<file path="src/rtl/flash_cmd_pkg.sv">
package flash_cmd_pkg;
    typedef enum logic [1:0] {
        MODE_READ    = 2'd0,
        MODE_AUTOSEL = 2'd1,
        MODE_QUERY   = 2'd2
    } mode_e;

    localparam logic [15:0] CMD_RESET   = 16'h00F0;
    localparam logic [15:0] CMD_QUERY   = 16'h0098;
    localparam logic [15:0] CMD_AUTOSEL = 16'h0090;
    localparam int unsigned QUERY_ADDR   = 'h55;
    localparam int unsigned AUTOSEL_ADDR = 'h555;
endpackage

</file>
<file path="src/rtl/flash_bus_qual.sv">
module flash_bus_qual (
    input  logic s_ce_n,
    input  logic s_we_n,
    input  logic s_oe_n,
    input  logic s_lock,
    input  logic armed_q,
    input  logic qual_q,
    output logic qual_d,
    output logic armed_d,
    output logic wr_evt,
    output logic rd_en
);
    always_comb begin
        armed_d = armed_q | s_we_n;
        qual_d  = !s_ce_n && !s_we_n && s_oe_n && armed_q && !s_lock;
        wr_evt  = qual_q && s_we_n && !s_lock;
        rd_en   = !s_ce_n && !s_oe_n;
    end
endmodule

</file>
<file path="src/rtl/flash_mode_ctl.sv">
module flash_mode_ctl
    import flash_cmd_pkg::*;
#(
    parameter int ADDR_W = 23
) (
    input  mode_e              mode_q,
    input  logic               wr_evt,
    input  logic               s_lock,
    input  logic [ADDR_W-1:0]  cmd_addr,
    input  logic [15:0]        cmd_data,
    output mode_e              mode_d
);
    localparam logic [ADDR_W-1:0] QADDR = ADDR_W'(QUERY_ADDR);
    localparam logic [ADDR_W-1:0] AADDR = ADDR_W'(AUTOSEL_ADDR);

    always_comb begin
        mode_d = mode_q;
        if (s_lock) begin
            mode_d = MODE_READ;
        end else if (wr_evt) begin
            if (cmd_data == CMD_RESET) begin
                mode_d = MODE_READ;
            end else if (cmd_data == CMD_QUERY && cmd_addr == QADDR &&
                         (mode_q == MODE_READ || mode_q == MODE_AUTOSEL)) begin
                mode_d = MODE_QUERY;
            end else if (cmd_data == CMD_AUTOSEL && cmd_addr == AADDR &&
                         mode_q == MODE_READ) begin
                mode_d = MODE_AUTOSEL;
            end
        end
    end
endmodule

</file>
<file path="src/rtl/flash_id_rom.sv">
module flash_id_rom
    import flash_cmd_pkg::*;
#(
    parameter int          ADDR_W = 23,
    parameter logic [15:0] MFR_ID = 16'h0001,
    parameter logic [15:0] DEV_ID = 16'h227E
) (
    input  mode_e              mode_q,
    input  logic [ADDR_W-1:0]  rd_addr,
    input  logic [15:0]        array_rdata,
    output logic [15:0]        rd_word
);
    function automatic logic [15:0] query_word(input logic [ADDR_W-1:0] a);
        logic [15:0] w;
        w = 16'h0000;
        case (a)
            ADDR_W'('h10): w = 16'h0051;
            ADDR_W'('h11): w = 16'h0052;
            ADDR_W'('h12): w = 16'h0059;
            ADDR_W'('h13): w = 16'h0002;
            ADDR_W'('h15): w = 16'h0040;
            default:       w = 16'h0000;
        endcase
        return w;
    endfunction

    always_comb begin
        unique case (mode_q)
            MODE_AUTOSEL: begin
                if (rd_addr == '0)
                    rd_word = MFR_ID;
                else if (rd_addr == ADDR_W'(1))
                    rd_word = DEV_ID;
                else
                    rd_word = 16'h0000;
            end
            MODE_QUERY: rd_word = query_word(rd_addr);
            default:    rd_word = array_rdata;
        endcase
    end
endmodule

</file>
<file path="src/rtl/flash_cmd_if.sv">
module flash_cmd_if
    import flash_cmd_pkg::*;
#(
    parameter int          ADDR_W = 23,
    parameter logic [15:0] MFR_ID = 16'h0001,
    parameter logic [15:0] DEV_ID = 16'h227E
) (
    input  logic              clk,
    input  logic              rst_n,
    input  logic              lockout,
    input  logic              ce_n,
    input  logic              we_n,
    input  logic              oe_n,
    input  logic [ADDR_W-1:0] addr,
    input  logic [15:0]       dq_in,
    output logic [15:0]       dq_out,
    output logic              dq_oe,
    output logic [ADDR_W-1:0] array_addr,
    input  logic [15:0]       array_rdata
);
    typedef struct packed {
        mode_e              mode;
        logic               s_ce_n;
        logic               s_we_n;
        logic               s_oe_n;
        logic               s_lock;
        logic [ADDR_W-1:0]  s_addr;
        logic [15:0]        s_data;
        logic               armed;
        logic               qual;
        logic [ADDR_W-1:0]  cmd_addr;
        logic [15:0]        cmd_data;
        logic               oe;
        logic [15:0]        dout;
    } state_t;

    state_t st_d, st_q;

    logic  qual_d, armed_d, wr_evt, rd_en;
    mode_e mode_d;
    logic [15:0] rd_word;

    flash_bus_qual u_qual (
        .s_ce_n (st_q.s_ce_n),
        .s_we_n (st_q.s_we_n),
        .s_oe_n (st_q.s_oe_n),
        .s_lock (st_q.s_lock),
        .armed_q(st_q.armed),
        .qual_q (st_q.qual),
        .qual_d (qual_d),
        .armed_d(armed_d),
        .wr_evt (wr_evt),
        .rd_en  (rd_en)
    );

    flash_mode_ctl #(.ADDR_W(ADDR_W)) u_mode (
        .mode_q  (st_q.mode),
        .wr_evt  (wr_evt),
        .s_lock  (st_q.s_lock),
        .cmd_addr(st_q.cmd_addr),
        .cmd_data(st_q.cmd_data),
        .mode_d  (mode_d)
    );

    flash_id_rom #(.ADDR_W(ADDR_W), .MFR_ID(MFR_ID), .DEV_ID(DEV_ID)) u_rom (
        .mode_q     (st_q.mode),
        .rd_addr    (st_q.s_addr),
        .array_rdata(array_rdata),
        .rd_word    (rd_word)
    );

    always_comb begin
        st_d        = st_q;
        st_d.s_ce_n = ce_n;
        st_d.s_we_n = we_n;
        st_d.s_oe_n = oe_n;
        st_d.s_lock = lockout;
        st_d.s_addr = addr;
        st_d.s_data = dq_in;
        st_d.armed  = armed_d;
        st_d.qual   = qual_d;
        if (qual_d) begin
            st_d.cmd_addr = st_q.s_addr;
            st_d.cmd_data = st_q.s_data;
        end
        st_d.mode = mode_d;
        st_d.oe   = rd_en;
        st_d.dout = rd_en ? rd_word : 16'h0000;
    end

    always_ff @(posedge clk or negedge rst_n) begin
        if (!rst_n) begin
            st_q        <= '0;
            st_q.mode   <= MODE_READ;
            st_q.s_ce_n <= 1'b1;
            st_q.s_oe_n <= 1'b1;
            st_q.s_we_n <= 1'b0;
        end else begin
            st_q <= st_d;
        end
    end

    assign dq_out     = st_q.dout;
    assign dq_oe      = st_q.oe;
    assign array_addr = st_q.s_addr;

    logic [1:0] mode_obs;
    logic       lock_obs;
    assign mode_obs = st_q.mode;
    assign lock_obs = st_q.s_lock;
endmodule

</file>
<file path="config.mk">
export PLATFORM = sky130hd
export DESIGN_NAME = flash_cmd_if
export DESIGN_NICKNAME = d
export VERILOG_FILES = /design/src/rtl/flash_cmd_pkg.sv /design/src/rtl/flash_bus_qual.sv /design/src/rtl/flash_mode_ctl.sv /design/src/rtl/flash_id_rom.sv /design/src/rtl/flash_cmd_if.sv
export SDC_FILE = /design/constraint.sdc
export NUM_CORES = 1
export LEC_CHECK = 0
export BUFFER_PORTS_ARGS = -buffer_cell sky130_fd_sc_hd__buf_2
export CAP_MARGIN = 20
export CORE_UTILIZATION = 50
export CTS_BUF_LIST = sky130_fd_sc_hd__clkbuf_4
export CTS_CLUSTER_SIZE = 28
export DETAILED_ROUTE_END_ITERATION = 12
export HOLD_SLACK_MARGIN = 0.1
export PLACE_DENSITY_LB_ADDON = 0.08
export SETUP_SLACK_MARGIN = 0.05
export SLEW_MARGIN = 15
export SYNTH_ARGS = -nofsm -noshare
export SYNTH_HDL_FRONTEND = slang
export SYNTH_SLANG_ARGS = --single-unit
</file>
<file path="constraint.sdc">
create_clock -name clk -period 2.35 [get_ports clk]
set_clock_uncertainty 0.1 [all_clocks]
set_input_delay 0.1175 -clock clk [delete_from_list [all_inputs] [get_ports clk]]
set_output_delay 0.1175 -clock clk [all_outputs]
set_load 0.03 [all_outputs]
</file>
# == After elaboration in Yosys (flattened, before gate mapping) ==
# Index checks and enable logic that the tools add are counted.
# classes
n_eq_ne,13
muxes,10
n_reduce_logical,21
bitwise_logic,1
# op_table
cell,count
"23-bit by 5-bit == test with 1-bit output, second input constant",5
"16-bit by 8-bit == test with 1-bit output, second input constant",3
7-bit case mux with 5 select lines,1
16-bit 2-to-1 mux,2
16-bit case mux with 2 select lines,1
"23-bit by 1-bit == test with 1-bit output, second input constant",1
"23-bit by 11-bit == test with 1-bit output, second input constant",1
"23-bit by 7-bit == test with 1-bit output, second input constant",1
23-bit zero test,1
14-bit 2-to-1 mux,1
1-bit logical AND,11
2-bit 2-to-1 mux,5
1-bit zero test,4
4-bit nonzero test,1
"2-bit by 1-bit == test with 1-bit output, second input constant",1
"2-bit == test, second input constant",1
2-bit zero test,1
2-bit AND reduction,1
2-bit nonzero test,1
1-bit logical OR,1
1-bit bitwise OR,1
# totals
in_bits,61
register_bits,103

# == Longest topological paths before layout ==
# Gate-level depths: netlist of the first run.
# depth
word_depth,8
mapped_depth,7
mapped_depth_nobuf,7

# == By module ==
# Synthesis of the first run repeated with hierarchy kept, for this count alone.
# hier_totals
hier_cells,281
hier_area_um2,4042.6
# by_module_without_submodules
module,cells_per_inst,seq_area_each_um2,instances,area_each_um2
flash_cmd_if,202,2580.0,1,3494.6
flash_id_rom,46,0.0,1,317.8
flash_mode_ctl,27,0.0,1,196.4
flash_bus_qual,6,0.0,1,33.8

# == Least setup slack after synthesis of the first run ==
# Ideal clock, no wire load.
# synth_timing
kind,register to register
startpoint,reg st_q[30] (netlist name)
endpoint,reg st_q (netlist bit mode_obs[0])
stages_incl_launch_ff,6
t_arrival_ns,1.499
setup_ns,0.121
required_ns,2.129
setup_slack_ns,0.630
n_path_buf,0
cell_sequence,dfrtp_1 -> nor4b_4 -> nand4_2 -> o31ai_2 -> o21ai_1 -> a22o_1
# synth_between
elab_chain_cells,7
word_cells_on_any_way,13
cone_classes,3 x eq/ne; 4 x mux; 6 x reduce/logical
# synth_lines
element,line_no,source
"start, declared",flash_cmd_if.sv:37,"state_t st_d, st_q;"
"start signal, assigned",flash_cmd_if.sv:99,st_q <= st_d;
16-bit by 8-bit == test with 1-bit output,flash_mode_ctl.sv:23,end else if (cmd_data == CMD_QUERY && cmd_addr == QADDR &&
1-bit logical AND (2 in a row),flash_mode_ctl.sv:23,
2-bit 2-to-1 mux,flash_mode_ctl.sv:23,
2-bit 2-to-1 mux,flash_mode_ctl.sv:21,if (cmd_data == CMD_RESET) begin
2-bit 2-to-1 mux,flash_mode_ctl.sv:20,end else if (wr_evt) begin
2-bit 2-to-1 mux,flash_mode_ctl.sv:18,if (s_lock) begin
# Several ways; a longest one is shown, not always the timed one. The select of a mux whose other input is x is not followed.
# A chain may end at the register's enable or synchronous reset.

==> results of run 1 <==
==> power by group <==
group          leakage (nW)  switching, mW  internal [mW]  total, mW
sequential             1.25          0.127           1.97       2.10
combinational          1.02          0.214          0.281      0.495
clock                0.0614          0.536          0.226      0.762
total                  2.33          0.877           2.48       3.36
==> sequential cells by signal, summed over array words and instances, names as in the netlist <==
| register | cells |
|---|---|
| dq_out | 16 |
| dq_oe | 1 |
| st_q | 60 |
| lock_obs | 1 |
| array_addr | 23 |
| mode_obs | 2 |
==> stage by stage <==
step	worst slack, ps	hold slack, ps
floorplan	630	-278
global route	197	191
finish	405	147
global placement	461	90.1
CTS	389	157
detailed placement	425	94.0
==> routing by layer <==
layer	GRT usage (%)	vias to the layer above	part of all wire, %
met5	0	-	0
met4	6.85	0	1.5
met3	2.95	10	4.1
met2	30.8	71	48
met1	24.6	1187	46
li1	-	1180	-
==> worst max-delay path, stage by stage, from the launching register on <==
cell and delay, ps:
dfrtp_1 420, nor4_1 430, nand3_1 210, o31a_1 390, nand2b_1 220, nor2_1 120
==> cells in the final DEF, fill, tap and decap left out, types with 2 or more instances in the layout <==
| cell type | Yosys | layout |
|---|---|---|
| nand4b_1 | 2 | 2 |
| nor4_2 | 2 | 2 |
| clkbuf_4 | 0 | 10 |
| dlygate4sd3_1 | 0 | 60 |
| nor4_1 | 8 | 8 |
| nand2_1 | 6 | 6 |
| and2_1 | 8 | 8 |
| o21ai_1 | 3 | 3 |
| clkinv_1 | 0 | 2 |
| dfstp_2 | 2 | 2 |
| ha_1 | 3 | 3 |
| nor3_1 | 7 | 7 |
| clkinv_4 | 0 | 2 |
| dfrtp_1 | 101 | 101 |
| buf_12 | 0 | 2 |
| nor2b_1 | 2 | 2 |
| nand4_2 | 2 | 2 |
| o21ai_0 | 4 | 4 |
| a21oi_1 | 5 | 5 |
| buf_4 | 39 | 2 |
| nand3_1 | 4 | 4 |
| nor3b_1 | 2 | 2 |
| inv_1 | 4 | 4 |
| mux2_2 | 39 | 39 |
| buf_2 | 4 | 99 |
| nor2_1 | 13 | 13 |
==> cell type report <==
cell class | count | share of cell area [%]
Clock inverter | 6 | 0.751
Multi-Input combinational cell | 125 | 20.3
Sequential cell | 103 | 51.6
Timing Repair Buffer | 163 | 23.0
Clock buffer | 10 | 1.50
Inverter | 4 | 0.300
Tap cell | 99 | 2.48
==> how the worst max path moves through the flow <==
stage | from | slack, ps | end
global placement | array_addr[14] | 460 | dq_out[3]
detailed placement | st_q[26] | 420 | mode_obs[0]
CTS | st_q[26] | 390 | mode_obs[0]
floorplan | st_q[30] | 630 | mode_obs[0]
global route | array_addr[17] | 200 | dq_out[3]
finish | array_addr[14] | 400 | dq_out[5]
==> what timing repair did <==
item                       4_1_cts  5_1_grt
gates resized for setup          0        0
hold buffers                    60        0
hold endpoints to repair       150        0
setup endpoints to repair        0        0
==> kinds of logic (layout without fill, tap and decap cells) <==
kind of cell	count (synthesis)	count (layout)
DFF	103	103
muxes	39	39
buffers and inverters	49	183
and+or+nand+nor	64	64
adders and majority gates	3	3
AOI/OAI and AO/OA	19	19
==> run metrics, run 1 <==
register area share after synthesis 65.6%; CTS HTree Levels 3; cell count after placement 434; CTS Buf Count 9; Routed WL between 6 and 7 mm; Area Growth Syn to Fin 27.2%; Leak approximately 2.3 nW; Post-synth top cells dfrtp_1 (101), buf_4 (39), mux2_2 (39), nor2_1 (13); Yosys top cell by area dfrtp_1; Final Hold Violating Endpoints 0; Die Height approximately 90 um; Setup crit end kind flip-flop; Worst R2R Start array_addr[14]; fin cells between 500 and 600; Detail Placement HPWL 4.48 mm; largest family of logic cells by synthesized area multiplexers; most numerous cell in the Yosys netlist dfrtp_1; die area 8220 um2; Final Max Tran Viols 0; DR DRC count 0; Mapped Nets 341; status finished clean; Ports between 100 and 150; I/O Buffers 100; clk root buf clkbuf_4; Synth warnings 0; crit start category flip-flop; antenna violations before repair 0; Max Clock Freq around 0.51 GHz; mux contribution to synthesized area 11.2%; Crit Path Max Fanout 5; placed cell area 4290 um2; Core ar. roughly 7400 um2; hold crit path type input port to async pin; Post-synth EDFFs 0; Design Power 3.36 mW; number of max-cap violations 0; share of the synthesized area in the top cell type 64.3%; FF/Latch Area 2580 um2; distinct cell type count after synthesis 37; Synth area leaders dfrtp_1 (64%), mux2_2 (11%), buf_4 (7.4%); # clock sinks 103; crit path DAT 2210 ps; final instance area 5000 um2; Antenna Nets Post-Route 0; Final min period 1950 ps; prevailing post-synth register cell dfrtp_1; Clock Tree Buf Depth 2; Post-Synthesis Cells about 280; Post CTS Setup Buffer Count 0; DR iter-0 viols 93; Worst-path clk slew approximately 150 ps; complex-gate fraction of the synthesized area under 10%; Reg2Reg Depth 5; average cell area after synthesis around 14 um2; synthesized flop and latch total 103; Setup CP Type flip-flop to flip-flop; GRT Resource Usage Total 18.5%; unrepaired setup endpoints after global routing false; Adder-Cell Fraction of Synth Area 0.955%; clk_lat worst skew ~420 ps; pwr dens 671 nW/um2; fin crit share 82.8%; antenna fix cells 0; DR WL/cell 13.7 um; largest net degree at the start of global routing 54; Synth Area in XOR/XNOR 0%; fill count 552; measured slew at the worst slew-check pin 673 ps; fraction of final layout cells with drive strength greater than 1 41.1%; num rows 31; length of the first detailed-routing pass in iterations 4; Starting Density 53.0%; first-pass GRT wire length roughly 12 mm; final setup TNS 0 ps; final net count 470; Async SR Flop Fraction 100%; simple-gate share of the synthesized area a little over a tenth; multi-input logic area 1020 um2; total number of vias 2448; Slew HR between 50% and 60%; CTS tree done; Die Width 90.7 um; grt ovf 0; reg-to-reg endpoint dq_out[5]; Max VDD drop 0.000413 V; Cell Area, Synth 3930 um2; Final Setup Violations 0; WP data required 2610 ps; vias in the first global route 2549; via-per-instance ratio 4.80; Core Util, Final around two thirds; FF-to-FF setup slack 400 ps; GPL Wtd Cong 0.752
Power figures use the tool's default switching activity.
==> run 2, diff against run 1 <==
Clock period 2.35 ns to 1.9 ns, I/O delays scaled along.
==> run 2 against run 1 <==
  * Core utilization up 3.1 points
  * First-iteration DRC count down 24%
  * Clock-buffer cell count down 1
  * Die area unchanged
  * Worst hold slack better by 31 ps
  * Register-to-register slack worse by 330 ps
==> run metrics, run 2 (same netlist as run 1, synthesis figures left out) <==
Antenna Nets Post-Route 0 (unchanged); Switching Power 1.21 mW (+38%); CTS tree done; DR DRC count 0 (unchanged); clk_lat worst skew 440 ps (+20 ps); DR WL met3 343 um (+19%); Routed WL 7.25 mm (+3.7%); Worst-path clk slew 160 ps (about the same); Setup CP Type flip-flop to flip-flop; Reg with most FFs st_q; hold crit path type input port to flip-flop; # clock sinks 103 (unchanged); Max Clock Freq 0.549 GHz (+6.7%); first-pass GRT wire length 11.9 mm (-0.41%); Area Growth Syn to Fin 33.0%; CTS Buf Count 9 (unchanged); number of max-cap violations 0 (unchanged); Max VDD drop 0.000531 V (+29%); Hold WS 178 ps (+30.5 ps); Core ar. 7410 um2 (unchanged); Crit Path Max Fanout 4 (-1); vias in the first global route 2527 (-0.86%); Starting Density 53.0% (unchanged); WP data required 2180 ps (-430 ps); combinational share of power 15.0% (+0.2 points); multi-input logic area 1160 um2 (+14%); via-per-instance ratio 4.84 (+0.89%); Worst Slack Setup Final 77.2 ps (-327 ps); fin crit share 95.9% (+13 points); FF/Latch Area 2580 um2 (unchanged); Final Hold Violating Endpoints 0 (unchanged); top routing layer in use met4; CTS HTree Levels 3 (unchanged); most frequent cells in the layout dfrtp_1 (101), buf_2 (99), dlygate4sd3_1 (61); Reg2Reg Depth 5 (unchanged); I/O Buffers 100 (unchanged); fraction of final layout cells with drive strength greater than 1 44.5% (+3.4 points); routed length on met2 3.61 mm (+7.0%); antenna violations before repair 0 (unchanged); total number of vias 2494 (+1.9%); Final Setup Violations 0 (unchanged); DR iter-0 viols 71 (-24%); Final min period 1820 ps (-123 ps); crit start category flip-flop; fill count 510 (-7.6%); measured slew at the worst slew-check pin 500 ps (-173 ps); Slew HR 66.4% (+11 points); Leak 2.40 nW (+3.0%); antenna fix cells 0 (unchanged); pwr dens 851 nW/um2 (+27%); Clock Tree Buf Depth 2 (unchanged); design internal power 3.24 mW (+31%); Die Height 90.7 um (unchanged); unrepaired setup endpoints after global routing true; Detail Placement HPWL 4.54 mm (+1.3%); num rows 31 (unchanged); register share of total power 59.3% (-3.2 points); fin cells 515 (+0.98%); Ports 101 (unchanged); GPL Wtd Cong 0.770 (+2.4%); met1 WL 3.18 mm (-1.6%); most common cell after layout, fill and taps aside dfrtp_1; GRT Resource Usage Total 18.8% (+0.26 points); cell count after placement 437 (+0.69%); clk root buf clkbuf_4; grt ovf 0 (unchanged); clock power share 25.7% (+3.0 points); Final Max Tran Viols 0 (unchanged); max reg flops 60 (unchanged); DR WL/cell 14.1 um (+2.7%); setup slack at placement 33.5 ps (-391 ps); length of the first detailed-routing pass in iterations 4 (unchanged); Switching Fraction 27.2% (+1.1 points); Setup crit end kind flip-flop; Die Width 90.7 um (unchanged); die area 8220 um2 (unchanged); status finished clean; final net count 475 (+1.1%); crit path DAT 2110 ps (-100 ps); hold path depth 2; final setup TNS 0 ps (unchanged); largest net degree at the start of global routing 41 (-24%)
## run 2: cell count changes in the layout (fill, tap and decap cells not counted), sizes merged
| cell | previous run | this run |
|---|---|---|
| buf | 103 | 107 |
| inv | 4 | 7 |
| clkinvlp | 1 | 2 |
| clkinv | 5 | 1 |
| clkbuf | 10 | 9 |
| dlygate4sd3 | 60 | 61 |
| bufinv | 0 | 1 |
## run 2: routing by layer
layer | vias up | track usage (%)
met5 | - | 0
met4 | 0 | 7.26
met3 | 12 | 3.45
met2 | 87 | 31.4
met1 | 1205 | 24.4
li1 | 1190 | -
## run 2: stage by stage
step | power [mW] | instance area (um2) | util (%)
2_1_floorplan | 2.99 | 3930 | -
3_3_place_gp | 3.15 | 4320 | 58.3
3_5_place_dp | 3.17 | 4320 | 58.3
4_1_cts | 4.42 | 5120 | 69.1
5_1_grt | 4.66 | 5230 | 70.5
6_report | 4.45 | 5230 | 70.5
## run 2: power by group through the flow
stage / sequential, mW / combinational [mW] / clock [mW]
global placement: 2.63 / 0.517 / 0
global route: 2.67 / 0.720 / 1.27
detailed placement: 2.64 / 0.530 / 0
finish: 2.64 / 0.665 / 1.14
CTS: 2.60 / 0.632 / 1.18
floorplan: 2.59 / 0.396 / 0
## run 2: worst paths after layout
kind | from | to | slack (ps)
setup / recovery | st_q[32] | mode_obs[1] | 80
hold / removal | addr[6] | array_addr[6] | 180
setup reg to reg | st_q[32] | mode_obs[1] | 80
hold reg to reg | st_q[57] | st_q[57] | 370
max in group asynchronous | rst_n | st_q[98] | 520
min in group asynchronous | rst_n | array_addr[6] | 560
## run 2: critical path, cell delays in order, from the launching register on
cell	delay, ps
dfrtp_1	430
nor4b_4	340
nand4_4	190
or3_1	420
nor4_2	170
a21o_1	120
## run 2: cell type report
cell class	count	area share [%]
Clock buffer	9	1.29
Clock inverter	7	1.51
Multi-Input combinational cell	125	22.1
Inverter	4	0.287
Sequential cell	103	49.4
Tap cell	99	2.37
Timing Repair Buffer	168	23.0
## run 2: timing repair
| item | in CTS | in global routing |
|---|---|---|
| setup buffers | 0 | 1 |
| setup endpoints to repair | 6 | 11 |
| hold endpoints to repair | 160 | 0 |
| hold buffers | 61 | 0 |
| pin swaps | 2 | 10 |
| gates resized for setup | 5 | 14 |
==> run 3, diff against run 2 <==
Settings changed: ABC_AREA from default to 1.
==> run 3 against run 2 <==
  * Worst setup slack improved by 210 ps
  * Combinational power increased by 24%
  * Wire length increased by 17%
  * Core utilization decreased by 5.5 points
  * Global-route usage increased by 2.4 points
  * Die area increased by 8.3%
  * Clock power about the same
  * Worst hold slack got worse by 11 ps
  * Critical path type unchanged
==> run metrics, run 3 <==
Adder-Cell Fraction of Synth Area 0.880% (-0.075 points); vias in the first global route 3186 (+26%); GR Util met2 36.9% (+5.5 points); largest family of logic cells by synthesized area simple AND/OR/NAND/NOR gates; Antenna Nets Post-Route 0 (unchanged); Max Clock Freq 0.620 GHz (+13%); DR iter-0 viols 125 (+76%); clock power share 25.7% (about the same); reg-to-reg endpoint dq_out[13]; number of max-cap violations 0 (unchanged); Final Hold Violating Endpoints 0 (unchanged); fin crit share 84.9% (-11 points); Worst Slack Setup Final 286 ps (+209 ps); FF/Latch Area 2580 um2 (unchanged); Detail Placement HPWL 5.55 mm (+22%); DR DRC count 0 (unchanged); DR WL/cell 12.4 um (-12%); CTS Buf Count 9 (unchanged); Crit Path Max Fanout 4 (unchanged); CTS HTree Levels 3 (unchanged); most frequent cells in the layout nand2_1 (115), dfrtp_1 (101), buf_2 (99); final setup TNS 0 ps (unchanged); Die Height 94.4 um (+4.1%); WP data required 2190 ps (about the same); GPL Wtd Cong 0.792 (+2.9%); unrepaired setup endpoints after global routing false; max reg flops 60 (unchanged); Async SR Flop Fraction 100% (unchanged); Clock Tree Buf Depth 2 (unchanged); Max VDD drop 0.000461 V (-13%); Die Width 94.4 um (+4.1%); fill count 705 (+38%); Yosys top cell by area dfrtp_1; gr busiest metal met2; crit path DAT 1900 ps (-210 ps); fin cells 681 (+32%); fraction of final layout cells with drive strength greater than 1 25.0% (-19 points); synthesized flop and latch total 103 (unchanged); mux contribution to synthesized area 0% (-11 points); total number of vias 3129 (+25%); setup slack at placement 299 ps (+266 ps); complex-gate fraction of the synthesized area 5.60% (+2.4 points); Core ar. 8220 um2 (+11%); simple-gate share of the synthesized area 20.1% (+9.6 points); grt ovf 0 (unchanged); hold path depth 2 (unchanged); Switching Fraction 29.5% (+2.3 points); Setup CP Type flip-flop to flip-flop; FF-to-FF setup slack 290 ps (+210 ps); length of the first detailed-routing pass in iterations 4 (unchanged); Synth area leaders dfrtp_1 (59%), nand2_1 (10%), buf_4 (6.9%); Slew HR 72.4% (+5.9 points); hold path start addr[17]; GRT Resource Usage Total 21.2% (+2.4 points); Final min period 1610 ps (-209 ps); Synth Area in XOR/XNOR 0% (unchanged); Reg with most FFs st_q; crit start category flip-flop; M3 GR Usage 5.96% (+2.5 points); antenna fix cells 0 (unchanged); Core Util, Final 65.1% (-5.5 points); I/O Buffers 100 (unchanged); Mapped Nets 504 (+48%); Final Max Tran Viols 0 (unchanged); met1 Use GR 26.1% (+1.6 points); share of the synthesized area in the top cell type 59.3% (-5.0 points); status finished clean; Switching Power 1.34 mW (+10%); Post-synth EDFFs 0 (unchanged); WHS Endpoint array_addr[17]; hold crit path type input port to flip-flop; Worst R2R Start array_addr[17]; Final Setup Violations 0 (unchanged); # clock sinks 103 (unchanged); prevailing post-synth register cell dfrtp_1; die area 8900 um2 (+8.3%); Design Power 4.53 mW (+1.9%); final net count 635 (+34%); distinct cell type count after synthesis 30 (-19%); clk_lat worst skew 450 ps (about the same); Leak 2.74 nW (+14%); Post-Synthesis Cells 440 (+59%); combinational share of power 18.2% (+3.2 points); num rows 33 (+6.5%); average cell area after synthesis 9.69 um2 (-32%); first-pass GRT wire length 14.2 mm (+19%); Ports 101 (unchanged); cell count after placement 603 (+38%); most numerous cell in the Yosys netlist nand2_1; multi-input logic area 1130 um2 (-2.2%); most common cell after layout, fill and taps aside nand2_1; Area Growth Syn to Fin 25.4%; Routed WL 8.47 mm (+17%); Worst-path clk slew 160 ps (about the same); clk root buf clkbuf_4; via-per-instance ratio 4.59 (-5.1%); register share of total power 56.2% (-3.1 points); Synth warnings 0 (unchanged); Starting Density 51.9% (-1.2 points); CTS tree done; Reg2Reg Depth 7 (+2); Setup crit end kind flip-flop; Cell Area, Synth 4260 um2 (+8.5%); register area share after synthesis 60.5% (-5.1 points); antenna violations before repair 0 (unchanged); measured slew at the worst slew-check pin 414 ps (-86.0 ps); pwr dens 847 nW/um2 (-0.40%); largest net degree at the start of global routing 68 (+66%); Post-synth top cells nand2_1 (115), dfrtp_1 (101), nor2_1 (63), buf_4 (39), inv_1 (38); design internal power 3.19 mW (-1.3%)
run 3: cell count changes after synthesis, sizes merged, moves of 3 or more:
cell	change
mux2	-39
nand2	+109
nor3	-3
buf	+4
nor4	-9
nand3	+15
inv	+35
a21oi	-3
nor2	+52
o21ai	+23
and2	-6
nor4b	-3
run 3: repair_timing:
action                                 CTS  global route
setup buffers                            0             0
gates resized for setup                  0             0
endpoints found under the hold margin  160             0
hold buffers                            62             0
run 3: how the worst max path moves through the flow:
stage	slack (ps)	to	from	cells past startpoint
global placement	330	dq_out[13]	array_addr[17]	7
detailed placement	300	dq_out[13]	array_addr[17]	7
global route	50	dq_out[5]	array_addr[17]	7
floorplan	450	dq_out[13]	mode_obs[0]	6
finish	290	dq_out[13]	array_addr[17]	7
CTS	270	dq_out[13]	array_addr[20]	7
run 3: critical path, cell delays in order, from the launching register on:
cell	delay, ps
dfrtp_1	440
nor2_1	120
nand2_1	60
nor2_1	220
nand3_1	180
o21ai_0	180
nand2_1	120
nor2_1	130
run 3: area by class of cell:
class / instances / area share (%)
tap: 105 / 2.46
multi-input combinational: 249 / 21.2
clock buffer: 9 / 1.26
clock inverter: 7 / 1.50
inverter: 40 / 2.81
timing repair buffer: 168 / 22.5
sequential: 103 / 48.3
run 3: metrics by stage:
step / hold WS, ps / cell area (um2)
final: 167 / 5350
after global routing: 120 / 5350
after CTS: 128 / 5350
after detailed placement: -67.6 / 4570
after global placement: -71.3 / 4570
after floorplan: -301 / 4260
run 3: kinds of logic after synthesis:
family          count (synthesis)
simple gates                  211
flops                         103
buf+inv                        88
compound gates                 35
fa+ha+maj                       3
run 3: routing by layer:
metal / wire, um / share of wire (%)
met1: 3750 / 44
met2: 4240 / 50
met3: 386 / 4.6
met4: 93 / 1.1
met5: 0 / 0
run 3: power groups by stage:
stage | clock network, mW | logic [mW] | registers (mW)
3_3_place_gp | 0 | 0.711 | 2.58
6_report | 1.16 | 0.822 | 2.54
3_5_place_dp | 0 | 0.726 | 2.59
2_1_floorplan | 0 | 0.543 | 2.56
4_1_cts | 1.21 | 0.831 | 2.54
5_1_grt | 1.29 | 0.930 | 2.57
